[src/rtl/pte_ad_pkg.sv]
package pte_ad_pkg;

    typedef enum logic [1:0] {
        ACC_FETCH = 2'd0,
        ACC_LOAD  = 2'd1,
        ACC_STORE = 2'd2,
        ACC_RSVD  = 2'd3
    } acc_e;

    typedef enum logic [1:0] {
        OUT_DONE   = 2'd0,
        OUT_PAGE   = 2'd1,
        OUT_ACCESS = 2'd2
    } outcome_e;

    typedef enum logic [3:0] {
        S_IDLE,
        S_RD_CHK,
        S_RD_REQ,
        S_RD_WAIT,
        S_EVAL,
        S_WR_CHK,
        S_CAS_REQ,
        S_CAS_WAIT,
        S_RESP
    } state_e;

endpackage

[src/rtl/pte_ad_cfg.sv]
module pte_ad_cfg #(
    parameter bit HW_AD_EN = 1'b1
) (
    input  logic       clk,
    input  logic       rst_n,
    input  logic       cfg_we,
    input  logic [1:0] cfg_wdata,
    output logic       sel_m,
    output logic       sel_h
);

    generate
        if (HW_AD_EN) begin : g_writable
            logic [1:0] sel_q;
            always_ff @(posedge clk) begin
                if (!rst_n) begin
                    sel_q <= 2'b00;
                end else if (cfg_we) begin
                    sel_q <= cfg_wdata;
                end
            end
            assign sel_m = sel_q[0];
            assign sel_h = sel_q[1];
        end else begin : g_zero
            // Read-only-zero variant: writes are discarded.
            assign sel_m = 1'b0;
            assign sel_h = 1'b0;
        end
    endgenerate

endmodule

[src/rtl/pte_ad_eval.sv]
module pte_ad_eval #(
    parameter int PW    = 32,
    parameter int A_BIT = 6,
    parameter int D_BIT = 7
) (
    input  logic [PW-1:0] pte,
    input  logic [1:0]    acc,
    input  logic          guest,
    input  logic          sel_m,
    input  logic          sel_h,
    output logic          need_upd,
    output logic          hw_ok,
    output logic [PW-1:0] new_pte
);
    import pte_ad_pkg::*;

    localparam logic [PW-1:0] A_MASK = PW'(1) << A_BIT;
    localparam logic [PW-1:0] D_MASK = PW'(1) << D_BIT;

    logic is_store;

    always_comb begin
        is_store = (acc == ACC_STORE);
        need_upd = !pte[A_BIT] || (is_store && !pte[D_BIT]);
        // Guest stage needs both levels enabled; first stage only the machine bit.
        hw_ok    = guest ? (sel_m && sel_h) : sel_m;
        new_pte  = pte | A_MASK | (is_store ? D_MASK : '0);
    end

endmodule

[src/rtl/pte_ad_unit.sv]
module pte_ad_unit #(
    parameter int AW       = 32,
    parameter int PW       = 32,
    parameter int A_BIT    = 6,
    parameter int D_BIT    = 7,
    parameter bit HW_AD_EN = 1'b1
) (
    input  logic          clk,
    input  logic          rst_n,
    input  logic          cfg_we,
    input  logic [1:0]    cfg_wdata,
    output logic [1:0]    cfg_rdata,
    input  logic          req_valid,
    output logic          req_ready,
    input  logic [AW-1:0] req_addr,
    input  logic [1:0]    req_acc,
    input  logic          req_implicit,
    input  logic          req_guest,
    input  logic          chk_rd_ok,
    input  logic          chk_wr_ok,
    input  logic          chk_cacheable,
    output logic          mem_req_valid,
    output logic          mem_req_write,
    output logic [AW-1:0] mem_req_addr,
    output logic [PW-1:0] mem_req_cmp,
    output logic [PW-1:0] mem_req_wdata,
    input  logic          mem_rsp_valid,
    input  logic          mem_rsp_ok,
    input  logic [PW-1:0] mem_rsp_rdata,
    output logic          rsp_valid,
    output logic [1:0]    rsp_code,
    output logic          rsp_guest,
    output logic [1:0]    rsp_acc,
    output logic          rsp_implicit,
    output logic [PW-1:0] rsp_pte
);
    import pte_ad_pkg::*;

    state_e        st_q, st_d;
    outcome_e      out_q, out_d;
    logic [AW-1:0] addr_q;
    logic [1:0]    acc_q;
    logic          guest_q;
    logic          impl_q;
    logic [PW-1:0] pte_q;

    logic          sel_m, sel_h;
    logic          need_upd, hw_ok;
    logic [PW-1:0] new_pte;

    pte_ad_cfg #(
        .HW_AD_EN (HW_AD_EN)
    ) u_cfg (
        .clk       (clk),
        .rst_n     (rst_n),
        .cfg_we    (cfg_we),
        .cfg_wdata (cfg_wdata),
        .sel_m     (sel_m),
        .sel_h     (sel_h)
    );

    pte_ad_eval #(
        .PW    (PW),
        .A_BIT (A_BIT),
        .D_BIT (D_BIT)
    ) u_eval (
        .pte      (pte_q),
        .acc      (acc_q),
        .guest    (guest_q),
        .sel_m    (sel_m),
        .sel_h    (sel_h),
        .need_upd (need_upd),
        .hw_ok    (hw_ok),
        .new_pte  (new_pte)
    );

    // State register and the data captured along the way.
    always_ff @(posedge clk) begin
        if (!rst_n) begin
            st_q    <= S_IDLE;
            out_q   <= OUT_DONE;
            addr_q  <= '0;
            acc_q   <= '0;
            guest_q <= 1'b0;
            impl_q  <= 1'b0;
            pte_q   <= '0;
        end else begin
            st_q  <= st_d;
            out_q <= out_d;
            if (st_q == S_IDLE && req_valid) begin
                addr_q  <= req_addr;
                acc_q   <= req_acc;
                guest_q <= req_guest;
                impl_q  <= req_implicit;
            end
            if (st_q == S_RD_WAIT && mem_rsp_valid) begin
                pte_q <= mem_rsp_rdata;
            end
            if (st_q == S_CAS_WAIT && mem_rsp_valid && mem_rsp_ok) begin
                pte_q <= new_pte;
            end
        end
    end

    // Next state and outcome.
    always_comb begin
        st_d  = st_q;
        out_d = out_q;
        unique case (st_q)
            S_IDLE: begin
                if (req_valid) st_d = S_RD_CHK;
            end
            S_RD_CHK: begin
                if (!chk_rd_ok) begin
                    out_d = OUT_ACCESS;
                    st_d  = S_RESP;
                end else begin
                    st_d = S_RD_REQ;
                end
            end
            S_RD_REQ: begin
                st_d = S_RD_WAIT;
            end
            S_RD_WAIT: begin
                if (mem_rsp_valid) st_d = S_EVAL;
            end
            S_EVAL: begin
                if (!need_upd) begin
                    out_d = OUT_DONE;
                    st_d  = S_RESP;
                end else if (!hw_ok) begin
                    out_d = OUT_PAGE;
                    st_d  = S_RESP;
                end else begin
                    st_d = S_WR_CHK;
                end
            end
            S_WR_CHK: begin
                if (!chk_wr_ok || !chk_cacheable) begin
                    out_d = OUT_ACCESS;
                    st_d  = S_RESP;
                end else begin
                    st_d = S_CAS_REQ;
                end
            end
            S_CAS_REQ: begin
                st_d = S_CAS_WAIT;
            end
            S_CAS_WAIT: begin
                if (mem_rsp_valid) begin
                    if (mem_rsp_ok) begin
                        out_d = OUT_DONE;
                        st_d  = S_RESP;
                    end else begin
                        // Entry changed under us: walk the leaf again.
                        st_d = S_RD_CHK;
                    end
                end
            end
            S_RESP: begin
                st_d = S_IDLE;
            end
            default: begin
                st_d = S_IDLE;
            end
        endcase
    end

    // Outputs.
    always_comb begin
        cfg_rdata     = {sel_h, sel_m};
        req_ready     = (st_q == S_IDLE);
        mem_req_valid = (st_q == S_RD_REQ) || (st_q == S_CAS_REQ);
        mem_req_write = (st_q == S_CAS_REQ);
        mem_req_addr  = addr_q;
        mem_req_cmp   = pte_q;
        mem_req_wdata = (st_q == S_CAS_REQ) ? new_pte : pte_q;
        rsp_valid     = (st_q == S_RESP);
        rsp_code      = out_q;
        rsp_guest     = guest_q;
        rsp_acc       = acc_q;
        rsp_implicit  = impl_q;
        rsp_pte       = pte_q;
    end

endmodule

[config.mk]
export PLATFORM = sky130hd
export DESIGN_NAME = pte_ad_unit
export DESIGN_NICKNAME = d
export VERILOG_FILES = /design/src/rtl/pte_ad_pkg.sv /design/src/rtl/pte_ad_cfg.sv /design/src/rtl/pte_ad_eval.sv /design/src/rtl/pte_ad_unit.sv
export SDC_FILE = /design/constraint.sdc
export NUM_CORES = 1
export LEC_CHECK = 0
export ABC_CLOCK_PERIOD_IN_PS = 3120
export BUFFER_PORTS_ARGS = -buffer_cell sky130_fd_sc_hd__buf_2
export CAP_MARGIN = 20
export CORE_UTILIZATION = 45
export CTS_CLUSTER_DIAMETER = 150
export DETAILED_ROUTE_END_ITERATION = 6
export PLACE_DENSITY = 0.89
export REMOVE_ABC_BUFFERS = 1
export SETUP_SLACK_MARGIN = 0.15
export SYNTH_ARGS = -nofsm -noshare
export SYNTH_HDL_FRONTEND = slang
export SYNTH_SLANG_ARGS = --single-unit
export TNS_END_PERCENT = 5
[constraint.sdc]
create_clock -name clk -period 3.12 [get_ports clk]
set_input_delay 0.624 -clock clk [delete_from_list [all_inputs] [get_ports clk]]
set_output_delay 0.624 -clock clk [all_outputs]
set_load 0.005 [all_outputs]
* Yosys cells after proc, flatten, opt, wreduce, memory -nomap -nowiden
Index checks and enable logic that the tools add are counted.
Widths: inputs -> output; s select.
** Storage, ports and cells
- Register bits :: 76
- Output and inout bits :: 140
- Memories kept :: 0
- Bits in latches :: 0
- Memory bits (read-only) :: 0
- Logic and storage cells :: 64
- RAM bits :: 0
** Operators by class
- Reduce and logical (&&, ||, !) cells :: 18
- Add/sub/neg operators :: 0
- Magnitude comparators :: 0
- Bitwise logic cells :: 1
- Divide/modulo/power cells :: 0
- Mux-type cells :: 21
- Equal/unequal tests :: 16
- Multipliers :: 0
- Shift operators :: 0
** Operators with widths (number)
- $mux 32 :: 3
- $mux 4 :: 8
- $or 32x8->32 :: 1
- $pmux 4 s8 :: 1
- $eq 4x3->1 const B :: 4
- $mux 2 :: 6
- $ne 2x2->1 const B :: 6
- $eq 4x2->1 const B :: 2
- $mux 8 :: 1
- $pmux 2 s4 :: 1
- $logic_and 1x1->1 :: 6
- $reduce_and 6->1 :: 1
- $eq 4x1->1 const B :: 1
- $eq 4x4->1 const B :: 1
- $logic_not 1->1 :: 4
- $logic_not 4->1 :: 1
- $reduce_bool 4->1 :: 1
- $logic_or 1x1->1 :: 3
- $ne 3x3->1 const B :: 1
- $reduce_and 3->1 :: 1
- $eq 2x2->1 const B :: 1
- $reduce_bool 2->1 :: 1
- $mux 1 :: 1

* Depth between registers and ports, before layout
Gate-level depths: netlist of the first run.
- Word-level depth :: 5
- Mapped depth :: 7
- Mapped depth without buffers :: 5

* Modules after synthesis
Synthesis of the first run repeated with hierarchy kept, for this count alone.
** Second synthesis, totals
- Cell total of the unflattened synthesis :: 466
- Area, all modules :: 4032.6 um^2
** By module, submodules not included
- pte_ad_unit :: times used 1, seq. area each 1481.4 um^2, area an instance 3691.0 um^2, cells an instance 423
- pte_ad_eval :: times used 1, seq. area each 0.0 um^2, area an instance 269.0 um^2, cells an instance 37
- pte_ad_cfg :: times used 1, seq. area each 40.0 um^2, area an instance 72.6 um^2, cells an instance 6

* Least setup slack after synthesis of the first run
Ideal clock, no wire load.
- Path type :: register to output
- Start point :: register st_q[0]
- End point :: output port mem_req_wdata[7]
- Arrival time :: 1029 ps
- Path slack :: 1467 ps
- Path buffers :: 0
- Cell stages (with the launch flop) :: 4
- Cells stage by stage :: dfxtp_1 -> nand2b_1 -> nor3b_1 -> a31o_2
** Between the ends
- Cells in the longest elaborated chain, start to end :: 2
** Ends and longest elaborated chain
- from (decl) :: line pte_ad_unit.sv:39 : state_e st_q, st_d;
- from (signal assigned) :: line pte_ad_unit.sv:88 : st_q <= st_d;
- $eq 4x3->1
- net mem_req_write :: line pte_ad_unit.sv:23 : output logic mem_req_write,
- $mux 32 :: line pte_ad_unit.sv:177 : mem_req_wdata = (st_q == S_CAS_REQ) ? new_pte : pte_q;
- to (decl) :: line pte_ad_unit.sv:26 : output logic [PW-1:0] mem_req_wdata,
The timed path passes the listed nets, and every way through them passes these cells.

* Final worst setup path of the first run
- Start point :: register st_q[0]
- End point :: output port mem_req_wdata[7]
** Between the ends
- Cells in the longest elaborated chain, start to end :: 2
** Ends and longest elaborated chain (line)
- $eq 4x3->1 :: pte_ad_unit.sv:177
- $mux 32 :: pte_ad_unit.sv:177
Every way passes these cells.

==> impl_metrics.csv, run 1 <==
group,metric,value,unit
clock_network,cts_sinks,76,
drt,routed_wl,8180,um
clock_network,tritoncts,"yes",
die,die_w,88.3,um
sta,period_share,0.700,
synthesis,yosysUniqueCellTypes,32,
synthesis,yosysWarnings,0,
clock_network,cts_buffers,9,
sta,hold_violations,0,
clock_network,cts_hold_buf,0,
clock_network,cts_resized,0,
hold_path,hold_end,"mem_req_addr[1]$_SDFFE_PN0P_",
synthesis,avgSynthCellArea,7.83,um2
sta,max_freq,458,MHz
critical_path,r2r-start,"st_q[2]$_SDFFE_PN0P_",
synthesis,synth_top_area_share,0.454,
sta,fin_crit,2.19,ns
synthesis,ys_top_cells_by_area,"dfxtp_1 (45%), nand2_1 (16%), buf_4 (14%), a21oi_1 (10%), clkbuf_1 (1.6%)",
global_route,gr-total-overflow,0,
sta,rsz0062_at_grt,"false",
critical_path,critPathLaunch,"st_q[0]$_SDFFE_PN0P_",
power,power,2.98,mW
status,status,"finished, final reports clean",
synthesis,yosysMostFrequentCell,"nand2_1",
clock_network,cts_setup_buffers,0,
critical_path,arrival,1.56,ns
clock_network,clock_path_buffers,2,
synthesis,syn-instance-count,428,
drt,drt-pass1-iter-count,4,
die,num_rows,31,
sta,whs,0.453,ns
die,core,7210,um2
clock_network,clock_latency,0.33,ns
synthesis,yosys_most_used_dff,"dfxtp_1",
hold_path,hold_class,"flop to flop",
drt,routed_via_density,4.74,
global_route,antenna_found_initial,0,
global_route,grt_pass1_wl,12000,um
sta,max_slew_margin,0.577,
drt,wl_per_cell,12.1,um
synthesis,synth-edff-count,0,
flow_run,cap_violations,0,
sta,tightest_slew,0.634,ns
critical_path,critical_path_class,"flop to primary output",
global_route,grt_pass1_vias,2676,
sta,setup_slack,0.935,ns
critical_path,startpoint_type,"flop",
critical_path,critPathMaxFanout,7,
synthesis,ys_seq_area_frac,0.454,
synthesis,synth_area,3350,um2
synthesis,ys_ff_latch,76,
hold_path,whs_path_depth,2,
critical_path,rrSetupSlack,1.40,ns
sta,clock_skew,0.00881,ns
die,start_util,0.464,
sta,setup_viol,0,
drt,via_count,3216,
global_route,grt.total_usage,0.197,
place,place_ws,1.00,ns
sta,drv_slew,0,
layout,syn2layout_area_growth,26.4,%
critical_path,cp.required,2.50,ns
clock_network,clkTransAtPathRegs,0.08,ns
critical_path,worst_setup_path_end_kind,"primary output",
die,fp.dieArea,7790,um2
hold_path,min_from,"mem_req_addr[1]$_SDFFE_PN0P_",
synthesis,yosysTopAreaCell,"dfxtp_1",
clock_network,htree_levels,3,
global_route,grt_max_degree,40,
place,place.gp.congestion,0.909,
drt,drt-initial-drc-count,94,
power,p_leak,2.16,nW
power,peakVddDrop,0.381,mV
layout,nets,654,
power,p_per_area,703,nW/um2
synthesis,async_flop_share,0,
die,ioPinCount,219,
critical_path,rr_endpoint,"mem_req_addr[25]$_SDFFE_PN0P_",
sta,finalSetupTns,0,ns
clock_network,ctsRootBufferMaster,"clkbuf_8",
synthesis,netlist_top_cells_count,"nand2_1 (139), dfxtp_1 (76), a21oi_1 (68)",
place,dp_hpwl,6150,um
layout,drive_gt1_frac,0.426,
drt,ant_nets,0,
drt,drc,0,
place,port_buffers,218,
die,die_h,88.3,um
critical_path,worst_r2r_path_depth,6,
layout,antenna_cells,0,
-- final cells by class --
type                    count  area [um2]
repair buffers            223        1150
clock buffers              10         128
well taps                  99         124
fillers                   674        2980
multi-input cells         258        1200
flip-flops and latches     76        1520
clock inverters             6        88.8
inverters                   7        26.3
-- through the flow --
step	instances	util	cell area (um2)
2_1_floorplan	341	-	2750
3_3_place_gp	662	0.553	3990
3_5_place_dp	662	0.553	3990
4_1_cts	678	0.583	4210
5_1_grt	679	0.587	4240
6_report	679	0.587	4240
-- placed cells by master, fill, tap and decap left out, drive strengths merged, types with 3 or more instances in the layout --
cell	count
buf	223
nand2	139
dfxtp	76
a21oi	68
nor2	11
clkbuf	10
inv	7
nand3	4
o21ai	4
nand2b	3
mux2i	3
-- worst max-delay path: stages (launching register included) --
cell and delay [ns]:
dfxtp_1 0.36, nand2b_1 0.22, nor3b_1 0.34, a31o_2 0.21, buf_2 0.10
-- worst max path at each step --
stage | end | depth (start not counted)
2_1_floorplan | mem_req_addr[0]$_SDFFE_PN0P_ | 5
3_3_place_gp | rsp_acc[1]$_SDFFE_PN0P_ | 5
3_5_place_dp | mem_req_addr[29]$_SDFFE_PN0P_ | 5
4_1_cts | mem_req_wdata[7] | 4
5_1_grt | mem_req_wdata[7] | 4
6_report | mem_req_wdata[7] | 4
-- state kept, by name, summed over array words and instances, names as in the netlist --
signal,flops
mem_req_cmp,32
u_cfg.g_writable.sel_q,2
st_q,4
mem_req_addr,32
rsp_implicit,1
rsp_guest,1
rsp_code,2
rsp_acc,2
-- logic make-up (layout without fill, tap and decap cells) --
logic type,after synthesis,after routing,synth area share
simple gates,170,170,0.209
buf+inv,94,246,0.188
flops,76,76,0.454
compound gates,85,85,0.140
mux,3,3,0.00897
-- power breakdown --
| part | internal [mW] | leakage [nW] | total [mW] | switching (mW) |
|---|---|---|---|---|
| combinational | 0.412 | 1.44 | 0.911 | 0.499 |
| clock | 0.451 | 0.102 | 0.805 | 0.354 |
| sequential | 1.13 | 0.618 | 1.26 | 0.130 |
| total | 1.99 | 2.16 | 2.98 | 0.983 |
-- routing by layer --
metal	vias to the layer above	part of all wire	track usage
met5	-	0	0
met1	1475	0.42	0.239
met2	120	0.51	0.333
met3	9	0.063	0.0532
li1	1612	-	-
met4	0	0.0099	0.0777
Power figures use the tool's default switching activity.
==> inputs of run 2 (changes only) <==
--- a/config.mk
+++ b/config.mk
@@ -5,13 +5,13 @@
 export SDC_FILE = /design/constraint.sdc
 export NUM_CORES = 1
 export LEC_CHECK = 0
-export ABC_CLOCK_PERIOD_IN_PS = 3120
+export ABC_CLOCK_PERIOD_IN_PS = 2290
 export BUFFER_PORTS_ARGS = -buffer_cell sky130_fd_sc_hd__buf_2
 export CAP_MARGIN = 20
-export CORE_UTILIZATION = 45
+export CORE_UTILIZATION = 42
 export CTS_CLUSTER_DIAMETER = 150
 export DETAILED_ROUTE_END_ITERATION = 6
-export PLACE_DENSITY = 0.89
+export PLACE_DENSITY = 0.84
 export REMOVE_ABC_BUFFERS = 1
 export SETUP_SLACK_MARGIN = 0.15
 export SYNTH_ARGS = -nofsm -noshare
==> constraint.sdc (replaced) <==
create_clock -name clk -period 2.29 [get_ports clk]
set_input_delay 0.458 -clock clk [delete_from_list [all_inputs] [get_ports clk]]
set_output_delay 0.458 -clock clk [all_outputs]
set_load 0.005 [all_outputs]
==> impl_metrics.csv, run 2 (synthesized netlist as in run 1, its figures left out) <==
group,metric,value,unit
status,status,"finished, final reports clean",
critical_path,arrival,1.52,ns
power,p_leak,2.19,nW
sta,setup_viol,0,
power,p_int,2.94,mW
layout,drive_gt1_frac,0.428,
sta,drv_slew,0,
sta,finalSetupTns,0,ns
critical_path,critPathMaxFanout,7,
global_route,grt_pass1_vias,2883,
layout,antenna_cells,0,
clock_network,clock_path_buffers,2,
die,core,7730,um2
power,peakVddDrop,0.422,mV
global_route,grt_max_degree,39,
clock_network,ctsRootBufferMaster,"clkbuf_8",
place,place.gp.congestion,0.899,
critical_path,worst_setup_path_end_kind,"primary output",
clock_network,clock_latency,0.33,ns
layout,syn2layout_area_growth,28.0,%
flow_run,cap_violations,0,
sta,fin_crit,1.97,ns
drt,drc,0,
power,combPwrFrac,0.284,
sta,whs,0.355,ns
drt,via_count,3239,
global_route,gr-total-overflow,0,
power,p_clk_frac,0.312,
place,place_ws,0.517,ns
place,port_buffers,218,
die,ioPinCount,219,
drt,wl_per_cell,12.5,um
sta,clock_skew,0.0116,ns
clock_network,tritoncts,"yes",
die,die_h,91.3,um
layout,nets,656,
layout,nFillCells,732,
sta,rsz0062_at_grt,"false",
die,start_util,0.433,
global_route,grt_pass1_wl,13100,um
clock_network,cts_setup_buffers,0,
layout,layout_common_cells,"buf_2 (218), nand2_1 (139), dfxtp_1 (76)",
drt,drt-pass1-iter-count,6,
layout,final_common_cell,"buf_2",
clock_network,cts_hold_buf,0,
layout,fin_cells,684,
clock_network,htree_levels,3,
clock_network,cts_buffers,9,
power,switchingPower,1.32,mW
clock_network,cts_sinks,76,
sta,setup_slack,0.316,ns
sta,period_share,0.862,
sta,max_slew_margin,0.710,
clock_network,clkTransAtPathRegs,0.08,ns
critical_path,rrSetupSlack,0.54,ns
global_route,grt.total_usage,0.197,
place,dp_hpwl,6440,um
power,p_per_area,993,nW/um2
die,num_rows,32,
power,p_seq_frac,0.404,
drt,ant_nets,0,
place,place_inst,668,
critical_path,critical_path_class,"flop to primary output",
global_route,antenna_found_initial,1,
drt,routed_via_density,4.74,
layout,multiInputGateArea,1200,um2
power,switching_share,0.310,
hold_path,hold_class,"input pin to flop",
die,fp.dieArea,8340,um2
critical_path,cp.required,1.83,ns
sta,hold_violations,0,
layout,seq_area,1520,um2
sta,tightest_slew,0.434,ns
drt,routed_wl,8530,um
drt,drt-initial-drc-count,119,
sta,max_freq,507,MHz
critical_path,startpoint_type,"flop",
die,die_w,91.3,um
## run 2: changes by cell type in the layout (fill, tap and decap cells not counted)
| cell | change |
|---|---|
| buf_16 | -1 |
| bufinv_16 | +2 |
| nor3b_1 | -1 |
| nor3b_2 | +1 |
| clkbuf_8 | +1 |
| buf_4 | +3 |
| clkinv_4 | -1 |
| clkbuf_1 | +1 |
| clkinv_2 | -1 |
| clkinvlp_4 | -2 |
## run 2: repair_timing
action,4_1_cts,5_1_grt
setup endpoints to repair,1,0
gates resized for setup,1,0
endpoints found under the hold margin,0,0
## run 2: per-layer routing
layer,global-route usage,up-vias,part of all wire
li1,-,1617,-
met1,0.234,1471,0.42
met2,0.335,130,0.50
met3,0.0494,19,0.057
met4,0.0873,2,0.023
met5,0,-,0.0020
## run 2: cell type report
type	instances	share of cell area
clock buffer	12	0.0338
clock inverter	4	0.0280
inverter	7	0.00613
multi-input combinational	258	0.281
sequential	76	0.355
tap	102	0.0298
timing repair buffer	225	0.267
## run 2: metrics by stage
stage	util	total power, mW	cell area [um2]
after CTS	0.555	4.30	4290
after detailed placement	0.520	2.96	4020
final	0.555	4.26	4290
after global placement	0.520	2.90	4020
after global routing	0.555	4.53	4290
after floorplan	-	2.40	2750
## run 2: power groups by stage
stage               Sequential (mW)  Combinational (mW)  Clock (mW)
floorplan                      1.75               0.653           0
global placement               1.73                1.18           0
detailed placement             1.74                1.21           0
CTS                            1.72                1.22        1.36
global route                   1.75                1.36        1.42
finish                         1.72                1.21        1.33
## run 2: path summary, 6_finish.rpt
kind | from | to | depth (start not counted)
setup / recovery | st_q[0]$_SDFFE_PN0P_ | mem_req_wdata[7] | 4
hold / removal | mem_rsp_rdata[13] | mem_req_cmp[13]$_SDFFE_PN0P_ | 3
setup reg to reg | st_q[2]$_SDFFE_PN0P_ | mem_req_addr[29]$_SDFFE_PN0P_ | 6
hold reg to reg | mem_req_addr[15]$_SDFFE_PN0P_ | mem_req_addr[15]$_SDFFE_PN0P_ | 2
## run 2: worst max-delay path: stages, from the launching register on
cell and delay [ns]:
dfxtp_1 0.37, nand2b_1 0.24, nor3b_2 0.29, a31o_2 0.19
buf_2 0.11
